## src/rtl/spi_port_pkg.sv

```systemverilog
package spi_port_pkg;

  localparam logic [3:0] MODE_M_DIVA = 4'd0;
  localparam logic [3:0] MODE_M_DIVB = 4'd1;
  localparam logic [3:0] MODE_M_DIVC = 4'd2;
  localparam logic [3:0] MODE_M_TMR  = 4'd3;
  localparam logic [3:0] MODE_S_SEL  = 4'd4;
  localparam logic [3:0] MODE_S_FREE = 4'd5;

  function automatic logic mode_is_master(input logic [3:0] m);
    return m <= MODE_M_TMR;
  endfunction

  function automatic logic mode_is_slave(input logic [3:0] m);
    return (m == MODE_S_SEL) || (m == MODE_S_FREE);
  endfunction

endpackage

```

## src/rtl/spi_sync.sv

```systemverilog
module spi_sync #(
  parameter int W      = 1,
  parameter int STAGES = 2,
  parameter logic [W-1:0] RST_VAL = '0
) (
  input  logic         clk,
  input  logic         rst_n,
  input  logic [W-1:0] d,
  output logic [W-1:0] q
);
  logic [W-1:0] stage [STAGES];

  generate
    for (genvar i = 0; i < STAGES; i++) begin : g_stage
      always_ff @(posedge clk or negedge rst_n) begin
        if (!rst_n) stage[i] <= RST_VAL;
        else if (i == 0) stage[i] <= d;
        else stage[i] <= stage[(i == 0) ? 0 : i-1];
      end
    end
  endgenerate

  assign q = stage[STAGES-1];
endmodule

```

## src/rtl/spi_rate_gen.sv

```systemverilog
module spi_rate_gen #(
  parameter int DIV_A = 4,
  parameter int DIV_B = 16,
  parameter int DIV_C = 64
) (
  input  logic       clk,
  input  logic       rst_n,
  input  logic       run,
  input  logic [1:0] sel,
  input  logic       tmr_tick,
  output logic       half_tick
);
  localparam int HALF_A = DIV_A / 2;
  localparam int HALF_B = DIV_B / 2;
  localparam int HALF_C = DIV_C / 2;
  localparam int CW     = (HALF_C > 2) ? $clog2(HALF_C) : 1;

  logic [CW-1:0] cnt, lim;

  always_comb begin
    case (sel)
      2'd0:    lim = CW'(HALF_A - 1);
      2'd1:    lim = CW'(HALF_B - 1);
      default: lim = CW'(HALF_C - 1);
    endcase
  end

  always_ff @(posedge clk or negedge rst_n) begin
    if (!rst_n)          cnt <= '0;
    else if (!run)       cnt <= '0;
    else if (cnt == lim) cnt <= '0;
    else                 cnt <= cnt + 1'b1;
  end

  assign half_tick = run && ((sel == 2'd3) ? tmr_tick : (cnt == lim));
endmodule

```

## src/rtl/spi_engine.sv

```systemverilog
module spi_engine
  import spi_port_pkg::*;
#(
  parameter int DATA_W      = 8,
  parameter int SYNC_STAGES = 2
) (
  input  logic              clk,
  input  logic              rst_n,
  input  logic              enable,
  input  logic [3:0]        mode,
  input  logic              cpol,
  input  logic              cpha,
  input  logic              smp,
  input  logic              half_tick,
  input  logic              load,
  input  logic [DATA_W-1:0] load_data,
  input  logic              sck_i,
  input  logic              ss_n,
  input  logic              sdi,
  output logic              sck_o,
  output logic              sdo,
  output logic              sdo_oe,
  output logic              busy,
  output logic              mst_run,
  output logic              done,
  output logic [DATA_W-1:0] done_data
);
  localparam int TW = $clog2(2*DATA_W + 1);
  localparam int CW = $clog2(DATA_W);
  localparam logic [TW-1:0] T_END    = TW'(2*DATA_W);
  localparam logic [TW-1:0] SAMP_SPAN = TW'(2*DATA_W - 2);
  localparam logic [TW-1:0] SHFT_SPAN = TW'(2*DATA_W - 4);
  localparam logic [CW-1:0] LAST_BIT  = CW'(DATA_W - 1);

  logic is_m, is_s, ss_block;
  logic sck_s, sdi_s, ss_s, sck_d;
  logic rise, fall, lead, trail, s_samp, s_shft;
  logic [DATA_W-1:0] out_sr, in_sr, nxt_in_m, nxt_in_s;
  logic              m_busy, phase;
  logic [TW-1:0]     t, samp_lo, shft_lo, d_samp, d_shft;
  logic              m_samp, m_shft;
  logic [CW-1:0]     s_cnt;

  spi_sync #(.W(3), .STAGES(SYNC_STAGES), .RST_VAL(3'b001)) u_sync (
    .clk(clk), .rst_n(rst_n),
    .d({sck_i, sdi, ss_n}), .q({sck_s, sdi_s, ss_s})
  );

  assign is_m     = mode_is_master(mode);
  assign is_s     = mode_is_slave(mode);
  assign ss_block = (mode == MODE_S_SEL) && ss_s;

  // slave edge decode
  assign rise   = sck_s & ~sck_d;
  assign fall   = ~sck_s & sck_d;
  assign lead   = cpol ? fall : rise;
  assign trail  = cpol ? rise : fall;
  assign s_samp = cpha ? trail : lead;
  assign s_shft = cpha ? lead : trail;

  // master half-tick schedule: tick index t runs 0..2*DATA_W
  always_comb begin
    samp_lo = TW'(cpha) + TW'(smp);
    shft_lo = TW'(1) + TW'(cpha);
    d_samp  = t - samp_lo;
    d_shft  = t - shft_lo;
    m_samp  = (t >= samp_lo) && (d_samp <= SAMP_SPAN) && !d_samp[0];
    m_shft  = (t >= shft_lo) && (d_shft <= SHFT_SPAN) && !d_shft[0];
  end

  assign nxt_in_m = {in_sr[DATA_W-2:0], sdi};
  assign nxt_in_s = {in_sr[DATA_W-2:0], sdi_s};

  always_ff @(posedge clk or negedge rst_n) begin
    if (!rst_n) begin
      sck_d     <= 1'b0;
      out_sr    <= '0;
      in_sr     <= '0;
      m_busy    <= 1'b0;
      phase     <= 1'b0;
      t         <= '0;
      s_cnt     <= '0;
      done      <= 1'b0;
      done_data <= '0;
    end else begin
      sck_d <= sck_s;
      done  <= 1'b0;

      // master sequencing
      if (!enable || !is_m) begin
        m_busy <= 1'b0;
        t      <= '0;
        phase  <= 1'b0;
      end else if (load) begin
        m_busy <= 1'b1;
        t      <= '0;
        phase  <= 1'b0;
      end else if (m_busy && half_tick) begin
        if (t != T_END) phase <= ~phase;
        if (m_samp)     in_sr <= nxt_in_m;
        if (m_shft)     out_sr <= out_sr << 1;
        if (t == T_END) begin
          m_busy    <= 1'b0;
          done      <= 1'b1;
          done_data <= m_samp ? nxt_in_m : in_sr;
        end
        t <= t + 1'b1;
      end

      // slave sequencing
      if (!enable || !is_s || ss_block) begin
        s_cnt <= '0;
      end else begin
        if (s_samp) begin
          in_sr <= nxt_in_s;
          if (s_cnt == LAST_BIT) begin
            s_cnt     <= '0;
            done      <= 1'b1;
            done_data <= nxt_in_s;
          end else begin
            s_cnt <= s_cnt + 1'b1;
          end
        end
        if (s_shft && (s_cnt != '0)) out_sr <= out_sr << 1;
      end

      // host load (only accepted while idle)
      if (load) out_sr <= load_data;
    end
  end

  assign sck_o   = (enable && is_m) ? (cpol ^ phase) : cpol;
  assign sdo     = out_sr[DATA_W-1];
  assign sdo_oe  = enable && (is_m || (is_s && !ss_block));
  assign busy    = m_busy || (s_cnt != '0);
  assign mst_run = m_busy;
endmodule

```

## src/rtl/spi_host_buf.sv

```systemverilog
module spi_host_buf #(
  parameter int DATA_W = 8
) (
  input  logic              clk,
  input  logic              rst_n,
  input  logic              enable,
  input  logic              mode_ok,
  input  logic              busy,
  input  logic              wr_en,
  input  logic              done,
  input  logic [DATA_W-1:0] done_data,
  input  logic              rx_ready,
  output logic              load,
  output logic              wr_ready,
  output logic [DATA_W-1:0] rx_data,
  output logic              rx_valid,
  output logic              ovf,
  output logic              wcol
);
  logic coll, take;

  assign wr_ready = enable && mode_ok && !busy;
  assign load     = wr_en && wr_ready;
  assign coll     = wr_en && enable && mode_ok && busy;
  assign take     = rx_valid && rx_ready;

  always_ff @(posedge clk or negedge rst_n) begin
    if (!rst_n) begin
      rx_data  <= '0;
      rx_valid <= 1'b0;
      ovf      <= 1'b0;
      wcol     <= 1'b0;
    end else if (!enable) begin
      rx_valid <= 1'b0;
      ovf      <= 1'b0;
      wcol     <= 1'b0;
    end else begin
      if (coll) wcol <= 1'b1;
      if (done) begin
        if (!rx_valid || take) begin
          rx_data  <= done_data;
          rx_valid <= 1'b1;
        end else begin
          ovf <= 1'b1;
        end
      end else if (take) begin
        rx_valid <= 1'b0;
      end
    end
  end
endmodule

```

## src/rtl/spi_port.sv

```systemverilog
module spi_port
  import spi_port_pkg::*;
#(
  parameter int DATA_W      = 8,
  parameter int DIV_A       = 4,
  parameter int DIV_B       = 16,
  parameter int DIV_C       = 64,
  parameter int SYNC_STAGES = 2
) (
  input  logic              clk,
  input  logic              rst_n,
  input  logic              enable,
  input  logic [3:0]        cfg_mode,
  input  logic              cfg_cpol,
  input  logic              cfg_cpha,
  input  logic              cfg_smp,
  input  logic              tmr_tick,
  input  logic              wr_en,
  input  logic [DATA_W-1:0] wr_data,
  output logic              wr_ready,
  output logic [DATA_W-1:0] rx_data,
  output logic              rx_valid,
  input  logic              rx_ready,
  output logic              done,
  output logic              ovf,
  output logic              wcol,
  input  logic              sck_i,
  output logic              sck_o,
  input  logic              ss_n,
  input  logic              sdi,
  output logic              sdo,
  output logic              sdo_oe
);
  logic              half_tick, load, busy, mst_run, mode_ok;
  logic [DATA_W-1:0] done_data;

  assign mode_ok = mode_is_master(cfg_mode) || mode_is_slave(cfg_mode);

  spi_rate_gen #(.DIV_A(DIV_A), .DIV_B(DIV_B), .DIV_C(DIV_C)) u_rate (
    .clk(clk), .rst_n(rst_n), .run(mst_run), .sel(cfg_mode[1:0]),
    .tmr_tick(tmr_tick), .half_tick(half_tick)
  );

  spi_engine #(.DATA_W(DATA_W), .SYNC_STAGES(SYNC_STAGES)) u_eng (
    .clk(clk), .rst_n(rst_n), .enable(enable), .mode(cfg_mode),
    .cpol(cfg_cpol), .cpha(cfg_cpha), .smp(cfg_smp),
    .half_tick(half_tick), .load(load), .load_data(wr_data),
    .sck_i(sck_i), .ss_n(ss_n), .sdi(sdi),
    .sck_o(sck_o), .sdo(sdo), .sdo_oe(sdo_oe), .busy(busy),
    .mst_run(mst_run), .done(done), .done_data(done_data)
  );

  spi_host_buf #(.DATA_W(DATA_W)) u_buf (
    .clk(clk), .rst_n(rst_n), .enable(enable), .mode_ok(mode_ok),
    .busy(busy), .wr_en(wr_en), .done(done), .done_data(done_data),
    .rx_ready(rx_ready), .load(load), .wr_ready(wr_ready),
    .rx_data(rx_data), .rx_valid(rx_valid), .ovf(ovf), .wcol(wcol)
  );
endmodule

```

## config.mk

```make
export PLATFORM = sky130hd
export DESIGN_NAME = spi_port
export DESIGN_NICKNAME = d
export VERILOG_FILES = /design/src/rtl/spi_port_pkg.sv /design/src/rtl/spi_sync.sv /design/src/rtl/spi_rate_gen.sv /design/src/rtl/spi_engine.sv /design/src/rtl/spi_host_buf.sv /design/src/rtl/spi_port.sv
export SDC_FILE = /design/constraint.sdc
export NUM_CORES = 1
export LEC_CHECK = 0
export CORE_MARGIN = 5
export CORE_UTILIZATION = 47
export CTS_BUF_LIST = sky130_fd_sc_hd__clkbuf_8 sky130_fd_sc_hd__clkbuf_16
export CTS_CLUSTER_SIZE = 24
export DETAILED_ROUTE_END_ITERATION = 8
export PLACE_DENSITY = 0.72
export SYNTH_ARGS = -nofsm -noshare
export SYNTH_HDL_FRONTEND = slang
export SYNTH_SLANG_ARGS = --single-unit
```

## constraint.sdc

```tcl
create_clock -name clk -period 2.6 [get_ports clk]
set_input_delay 0.26 -clock clk [delete_from_list [all_inputs] [get_ports clk]]
set_output_delay 0.26 -clock clk [all_outputs]
set_load 0.02 [all_outputs]
```

==> qor.csv, run 1 <==
metric,value,unit
cell family with the largest share of critical-path delay,adder cells,
"FFs w/ async S/R, synth",100,%
Final Hold Vio Count,0,
"most common cell after layout, fill and taps aside",dfrtp_1,
switching share of power,24.6,%
CTS tree,done,
CTS H-tree depth,3,
Setup crit end kind,flip-flop,
core area,6680,sq um
drt drc,0,
GRT Resource Usage Total,16.8,%
Cell Int Power,0.00157,W
Die ar.,8490,sq um
Post-Synth Simple-Gate Area,14.5,%
Layout Skew,6.55,ps
hold slack,324,ps
vias in the first global route,2418,
Max VDD drop,0.000322,V
slowest CP cell,clkdlybuf4s50_1,
Final Max Slew Viols,0,
num ports,40,
Hold Path Class,in2reg,
Gate power share,12.4,%
largest family of logic cells by synthesized area,compound AO/OA/AOI/OAI gates,
Post-synth EDFFs,0,
Die X,92.1,um
# port buffers,39,
Antenna Nets Post-Route,0,
fraction of layout cells with a size suffix above 1,19.5,%
synthesized area per cell,11.2,sq um
fmax,0.409,GHz
"Remaining Overflow, GRT",0,
clock-pin slew on the worst setup and hold paths,60,ps
Sum Neg Setup Slack,0,ps
Clock power frac,40.8,%
Switching Power,0.000511,W
initial antenna violation count,0,
# rows,30,
ant diodes,0,
Vias,2346,
Post-CTS Setup Inserts,0,
CTS Sinks,58,
first-pass GRT wire length,11400,um
Clock Path Buffers,2,
Initial Utilization,47.5,%
Worst-Skew Late Latency,340,ps
First-pass DRT Iterations,5,
register area share after synthesis,45.9,%
worst path required time,2820,ps
"most used cell, CP",ha_1,
die height,92.1,um
Mapped Area,3170,sq um
xor and xnor area share after synthesis,1.38,%
post-synthesis mux area share,13.5,%
post-layout min period,2440,ps
Clock Tree Root,clkbuf_8,
TritonCTS buffer count,9,
most frequent cells in the layout,"dfrtp_1 (56), clkdlybuf4s50_1 (38), mux2i_1 (31), inv_1 (27), buf_4 (23)",
largest net degree at the start of global routing,29,
placed cell area,3800,sq um
Slew @ Worst Pin,616,ps
sequential share of power,46.8,%
Post-Synth Adder-Cell Area,4.97,%
fin crit share,94.0,%
synth warn,0,
Leak,1.97,nW
compound-cell area share of the yosys netlist,14.6,%
hpwl dp,4910,um
main flop type after synthesis,dfrtp_1,
max_slew headroom,58.9,%
CP max stage delay,420,ps
routability cong.,0.842,
Netlist cell types,59,
worst path cell trace,clkdlybuf4s50_1 > ha_1 > ha_1 > inv_1 > fa_1 > nor4b_1 > buf_4 > nor2_1 > a211oi_2 > nor3_1 > a211o_1,
Synth Instances,284,
Area growth syn-to-layout,26.9,%
DRT iter0 DRCs,62,
DRT Wirelength,6620,um
post-route cell area,4020,sq um
worst path bufs/invs,3,
post-detailed-route wirelength per cell,15.3,um
Setup crit start kind,input port,
syn_nets,320,
Final #Nets,385,
Setup-failing EPs final,0,
average vias per placed instance,5.41,
Critical Path AT,2660,ps
CP Class,in2reg,
max_cap viols,0,
Synth Register Bits,58,
Pwr Density,517,nW/um^2
CP max FO,4,
status,"complete, no violations",
final core occ,60.2,%
unrepaired setup endpoints after global routing,false,
## final cells by class
type,count,area [sq um]
multi-input combinational,188,1560
tap,80,100
inverter,27,101
clock buffer,11,151
sequential,58,1450
clock inverter,5,52.6
timing repair buffer,65,608
fill,576,2660
## metrics by stage
step / total power (W) / cells / worst slack [ps]
floorplan: 0.00112 / 284 / 161
global placement: 0.00123 / 417 / -193
detailed placement: 0.00125 / 417 / -239
CTS: 0.00210 / 434 / 111
global route: 0.00218 / 434 / 37.1
finish: 0.00208 / 434 / 157
## sequential cells by signal (all words and copies together), names as in the netlist, 3 cells and up
register / flops
u_eng.out_sr: 8
u_eng.s_cnt: 3
u_eng.u_sync.stage: 3
u_eng.t: 5
u_eng.u_sync.q: 3
u_rate.cnt: 5
u_buf.rx_data: 8
u_eng.done_data: 8
u_eng.in_sr: 8
## timing repair
item | in CTS | in global routing
endpoints found under the hold margin | 26 | 0
hold buffers | 1 | 0
setup endpoints to repair | 0 | 1
gates resized for setup | 0 | 1
## final timing paths
check                                            from                    end  slack, ps  cells after the start
worst min register to register  u_eng.u_sync.stage[4]      u_eng.u_sync.q[1]        350                      0
max in group asynchronous                       rst_n  u_eng.u_sync.stage[3]       1410                      3
worst max-delay path                         cfg_cpha         u_eng.in_sr[0]        160                     11
min in group asynchronous                       rst_n              u_buf.ovf        470                      2
worst min-delay path                             ss_n  u_eng.u_sync.stage[3]        320                      1
worst max register to register             u_eng.t[0]         u_eng.in_sr[0]        280                     10
## power groups by stage
stage               Combinational [W]  Clock, W  Sequential (W)
global route                 0.000288  0.000911        0.000979
global placement             0.000247         0        0.000987
finish                       0.000259  0.000849        0.000973
detailed placement           0.000256         0        0.000990
floorplan                    0.000137         0        0.000987
CTS                          0.000259  0.000872        0.000973
## synth_stat cells (all sizes together), types with 2 or more instances
master  count  area (sq um)
clkbuf      4          15.0
nor2b       7          43.8
nand4       8          50.1
xor2        3          26.3
inv        27           101
a21oi      10          50.1
o21a        4          30.0
buf         7          48.8
a31oi       5          61.3
a211oi      3          22.5
nand3       8          40.0
and2        2          12.5
a21o        3          22.5
mux2i      31           310
xnor2       2          17.5
o221ai      7           105
o21ai       6          30.0
dfrtp      56          1400
or3b        2          17.5
or4bb       2          22.5
nor2       18          67.6
nor3b       2          15.0
nor3        5          25.0
nand2b      4          25.0
ha         11           138
nand2      11          48.8
dfstp       2          52.6
mux2       10           116
a21boi      3          33.8
## kinds of logic after synthesis
family | count (synthesis)
adder cells (fa/ha/maj) | 12
buffers and inverters | 38
AND/OR/NAND/NOR | 79
multiplexers | 41
flip-flops | 58
XOR/XNOR | 5
AO/OA/AOI/OAI | 51
## per-layer routing
layer	vias to the layer above	GRT usage [%]	share of wire, %
met5	-	0	0
met4	0	6.56	1.7
met3	9	4.51	4.0
met2	40	28.3	49
met1	1146	20.5	45
li1	1151	-	-
Power figures use the tool's default switching activity.
==> run 2: changes to the inputs <==
Settings changed: CORE_UTILIZATION 47 to 50, PLACE_DENSITY 0.72 to 0.76.
==> run 2 against run 1 <==
  * Flip-flop and latch count unchanged
  * Hold slack worse by 210 ps
  * Wire length down 2.1%
  * First-iteration DRC count up 31%
  * Sequential share of layout area up 0.35 points
  * Clock skew up 3.9 ps
  * Critical path type unchanged
  * Largest cell class unchanged
==> qor.csv, run 2 (synthesis gave the netlist of run 1 again) <==
metric,value,unit
Register-to-Register Path Depth,10,
Layout Skew,10.4,ps
fraction of layout cells with a size suffix above 1,19.7,%
CTS Hold Bufs,0,
# port buffers,39,
Area growth syn-to-layout,25.7,%
hpwl dp,4950,um
post-layout min period,2510,ps
Clock Tree Root,clkbuf_8,
num ports,40,
status,"complete, no violations",
post-route cell area,3990,sq um
DRT Wirelength,6480,um
CTS tree,done,
CP max stage delay,430,ps
Final Max Slew Viols,0,
CTS H-tree depth,3,
largest net degree at the start of global routing,49,
Critical Path AT,2730,ps
Critical Path Start,cfg_cpha,
fin crit share,96.5,%
Setup crit end kind,flip-flop,
max_slew headroom,29.8,%
Setup-failing EPs final,0,
worst path bufs/invs,3,
Final Hold Vio Count,0,
unrepaired setup endpoints after global routing,false,
Antenna Nets Post-Route,0,
max_cap viols,0,
first-pass GRT wire length,10800,um
"most used cell, CP",ha_1,
Die ar.,8030,sq um
critical path depth in cells,11,
Pwr Density,488,nW/um^2
Setup crit start kind,input port,
CTS Sinks,58,
# rows,29,
die height,89.6,um
Worst R2R End,u_eng.in_sr[0],
Sum Neg Setup Slack,0,ps
fmax,0.399,GHz
Max VDD drop,0.000312,V
r2r startpoint,u_eng.t[0],
post-detailed-route wirelength per cell,15.0,um
Hold Path Class,in2async,
clock-pin slew on the worst setup and hold paths,60,ps
Final #Nets,387,
Slew @ Worst Pin,1050,ps
Leak,1.97,nW
placed cell area,3810,sq um
Worst-Skew Late Latency,340,ps
"Remaining Overflow, GRT",0,
fillers,503,
Die X,89.6,um
ant diodes,0,
area of the multi-input gates,1550,sq um
core area,6240,sq um
First-pass DRT Iterations,4,
cell family with the largest share of critical-path delay,adder cells,
FF/Latch Area,1450,sq um
vias in the first global route,2418,
slowest CP cell,clkdlybuf4s50_1,
"most common cell after layout, fill and taps aside",dfrtp_1,
total chip power,0.00195,W
CP max FO,4,
worst path required time,2830,ps
initial antenna violation count,0,
Initial Utilization,50.8,%
DRT iter0 DRCs,81,
worst reg2reg setup slack,200,ps
crit path to,u_eng.in_sr[0],
most frequent cells in the layout,"dfrtp_1 (56), clkdlybuf4s50_1 (37), mux2i_1 (31), inv_1 (28), buf_4 (27)",
average vias per placed instance,5.48,
drt drc,0,
GRT Resource Usage Total,18.0,%
Clock Path Buffers,2,
Vias,2375,
worst path cell trace,clkdlybuf4s50_1 > ha_1 > ha_1 > inv_1 > fa_1 > nor4b_1 > buf_4 > nor2_1 > a211oi_1 > nor3_1 > a211o_1,
CP Class,in2reg,
TritonCTS buffer count,9,
routability cong.,0.871,
## run 2: changes by cell type in the layout (fill, tap and decap cells not counted)
cell	delta
buf_4	+4
inv_1	+1
dlygate4sd3_1	-1
buf_12	-1
dlymetal6s2s_1	+1
a211oi_1	+1
clkbuf_8	-1
clkinvlp_4	+1
bufinv_16	-1
clkdlybuf4s50_1	-1
a211oi_2	-1
## run 2: layout make-up
type                    count  share of cell area, %
clock buffers              10                   3.45
clock inverters             6                  0.848
inverters                  27                   2.54
multi-input cells         188                   38.9
flip-flops and latches     58                   36.5
well taps                  77                   2.42
repair buffers             67                   15.3
## run 2: per-stage QoR
stage          hold slack, ps  setup slack [ps]  instances  utilization, %
5_1_grt                   203              2.51        433            63.9
6_report                  115              91.6        433            63.9
4_1_cts                   145              51.3        433            63.8
3_5_place_dp              337              -254        417            61.1
3_3_place_gp              334              -194        417            61.1
2_1_floorplan           -35.6               161        284               -
## run 2: repair_timing
action                                  CTS  global route
resized for setup                         0             1
endpoints found under the setup margin    0             1
setup buffers                             0             0
## run 2: how the worst min path moves through the flow
stage               cells after the start  slack [ps]                  start                 to
detailed placement                      0         340  u_eng.u_sync.stage[5]  u_eng.u_sync.q[2]
global route                            1         200                  rst_n      u_rate.cnt[0]
global placement                        0         330  u_eng.u_sync.stage[4]  u_eng.u_sync.q[1]
CTS                                     1         140                  rst_n      u_rate.cnt[0]
floorplan                               0         -40                  rst_n          u_buf.ovf
finish                                  1         110                  rst_n          u_buf.ovf
## run 2: per-layer routing
metal  track usage [%]  part of all wire (%)
met1              21.2                    43
met2              30.3                    50
met3              4.47                   5.3
met4              9.07                   2.4
met5                 0                     0
## run 2: power by group
| part | internal, W | switching [W] | leakage (nW) |
|---|---|---|---|
| registers | 0.000949 | 0.0000219 | 0.704 |
| clock network | 0.000362 | 0.000359 | 0.0892 |
| logic | 0.000128 | 0.000125 | 1.18 |
## run 2: worst register-to-register path: cells and delay by family (launching register included)
kind            cells  cell delay (ps)
buf+inv             3              330
flops               1              410
simple gates        3              440
fa+ha+maj           2              530
compound gates      2              580
==> run 3: changes to the inputs <==
Settings changed: PLACE_DENSITY 0.76 to 0.73.
==> run 3 against run 2 <==
  * Hold slack gained 200 ps
  * Clock skew is essentially flat
  * Combinational power is essentially flat
  * Largest cell class unchanged
  * Highest routed layer unchanged
==> qor.csv, run 3 (synthesis gave the netlist of run 1 again) <==
metric,value,unit
Worst-Skew Late Latency,340,ps
Setup crit end kind,flip-flop,
hold slack,319,ps
Clock Path Buffers,2,
initial antenna violation count,0,
Setup crit start kind,input port,
final core occ,65.1,%
Sum Neg Setup Slack,0,ps
fin crit share,94.5,%
total chip power,0.00217,W
met3 Usage GRT,3.38,%
Leak,1.98,nW
Die X,89.6,um
DRT iter0 DRCs,70,
Slew @ Worst Pin,538,ps
Final #Nets,388,
drt drc,0,
# rows,29,
die height,89.6,um
Max VDD drop,0.000343,V
CP max FO,3,
Layout Skew,10.7,ps
clock-pin slew on the worst setup and hold paths,70,ps
DRT Wirelength,6630,um
max_slew headroom,64.1,%
GRT Resource Usage Total,18.1,%
core area,6240,sq um
Hold Path Class,in2reg,
CTS tree,done,
post-detailed-route wirelength per cell,15.3,um
Clock Tree Root,clkbuf_8,
"Remaining Overflow, GRT",0,
Setup-failing EPs final,0,
unrepaired setup endpoints after global routing,false,
vias in the first global route,2393,
met2 global-route usage,28.5,%
Antenna Nets Post-Route,0,
fmax,0.407,GHz
met1 Use GR,23.6,%
worst path required time,2830,ps
"most common cell after layout, fill and taps aside",dfrtp_1,
num ports,40,
# port buffers,39,
Final Max Slew Viols,0,
Vias,2377,
Die ar.,8030,sq um
largest net degree at the start of global routing,23,
fillers,489,
hpwl dp,4930,um
Area growth syn-to-layout,28.1,%
TritonCTS buffer count,9,
worst reg2reg setup slack,270,ps
max_cap viols,0,
status,"complete, no violations",
GRT busiest layer,met2,
Pwr Density,535,nW/um^2
fraction of layout cells with a size suffix above 1,20.7,%
CTS Sinks,58,
Initial Utilization,50.8,%
average vias per placed instance,5.48,
ant diodes,0,
PnR worst setup slack,143,ps
most frequent cells in the layout,"dfrtp_1 (56), clkdlybuf4s50_1 (38), mux2i_1 (30), inv_1 (27), buf_4 (27)",
first-pass GRT wire length,11100,um
Place WS,-244,ps
routability cong.,0.802,
post-layout min period,2460,ps
Final Hold Vio Count,0,
First-pass DRT Iterations,5,
CP Class,in2reg,
CTS H-tree depth,3,
Critical Path AT,2680,ps
-- run 3: cell count changes in the layout (fill, tap and decap cells not counted), sizes merged --
cell | before | now
clkinvlp | 2 | 1
dlymetal6s2s | 1 | 0
dlygate4sd3 | 0 | 1
bufinv | 0 | 2
inv | 28 | 27
clkdlybuf4s50 | 37 | 38
-- run 3: critical path: stages --
cell and delay (ps):
clkdlybuf4s50_1 430, ha_1 300, ha_1 140, inv_1 50
fa_1 400, nor4b_2 280, buf_4 160, nor2_1 40
a211oi_1 300, nor3_1 80, a211o_1 270
-- run 3: worst paths after layout --
check	startpoint	to	cells past startpoint
min	ss_n	u_eng.u_sync.stage[3]	1
min in group asynchronous	rst_n	u_buf.rx_data[4]	2
max in group asynchronous	rst_n	u_eng.u_sync.q[0]	3
min reg2reg	u_eng.u_sync.stage[4]	u_eng.u_sync.q[1]	0
max	cfg_cpha	u_eng.in_sr[0]	11
max reg2reg	u_eng.t[0]	u_eng.in_sr[0]	10
-- run 3: stage by stage --
stage,cells,instance area [sq um]
3_5_place_dp,417,3810
6_report,434,4060
5_1_grt,434,4060
2_1_floorplan,284,3170
3_3_place_gp,417,3810
4_1_cts,434,4050
-- run 3: per-layer routing --
metal / wire [um] / vias to the layer above
met3: 303 / 13
met5: 0 / -
li1: - / 1162
met4: 177 / 0
met2: 3090 / 49
met1: 3050 / 1153
-- run 3: cell type report --
cell class | count | area (sq um) | share of cell area [%]
timing repair buffer | 68 | 618 | 15.2
clock buffer | 10 | 138 | 3.39
tap | 77 | 96.3 | 2.37
clock inverter | 6 | 90.1 | 2.22
sequential | 58 | 1450 | 35.8
multi-input combinational | 188 | 1560 | 38.5
inverter | 27 | 101 | 2.50
-- run 3: what timing repair did --
action,4_1_cts,5_1_grt
hold endpoints to repair,17,0
endpoints found under the setup margin,0,5
buffers inserted,0,0
hold buffers,1,0
resized for setup,0,3
-- run 3: where the power goes --
group | internal, W | total (W) | switching [W]
registers | 0.000949 | 0.000972 | 0.0000228
logic | 0.000129 | 0.000255 | 0.000126
clock network | 0.000567 | 0.000946 | 0.000379
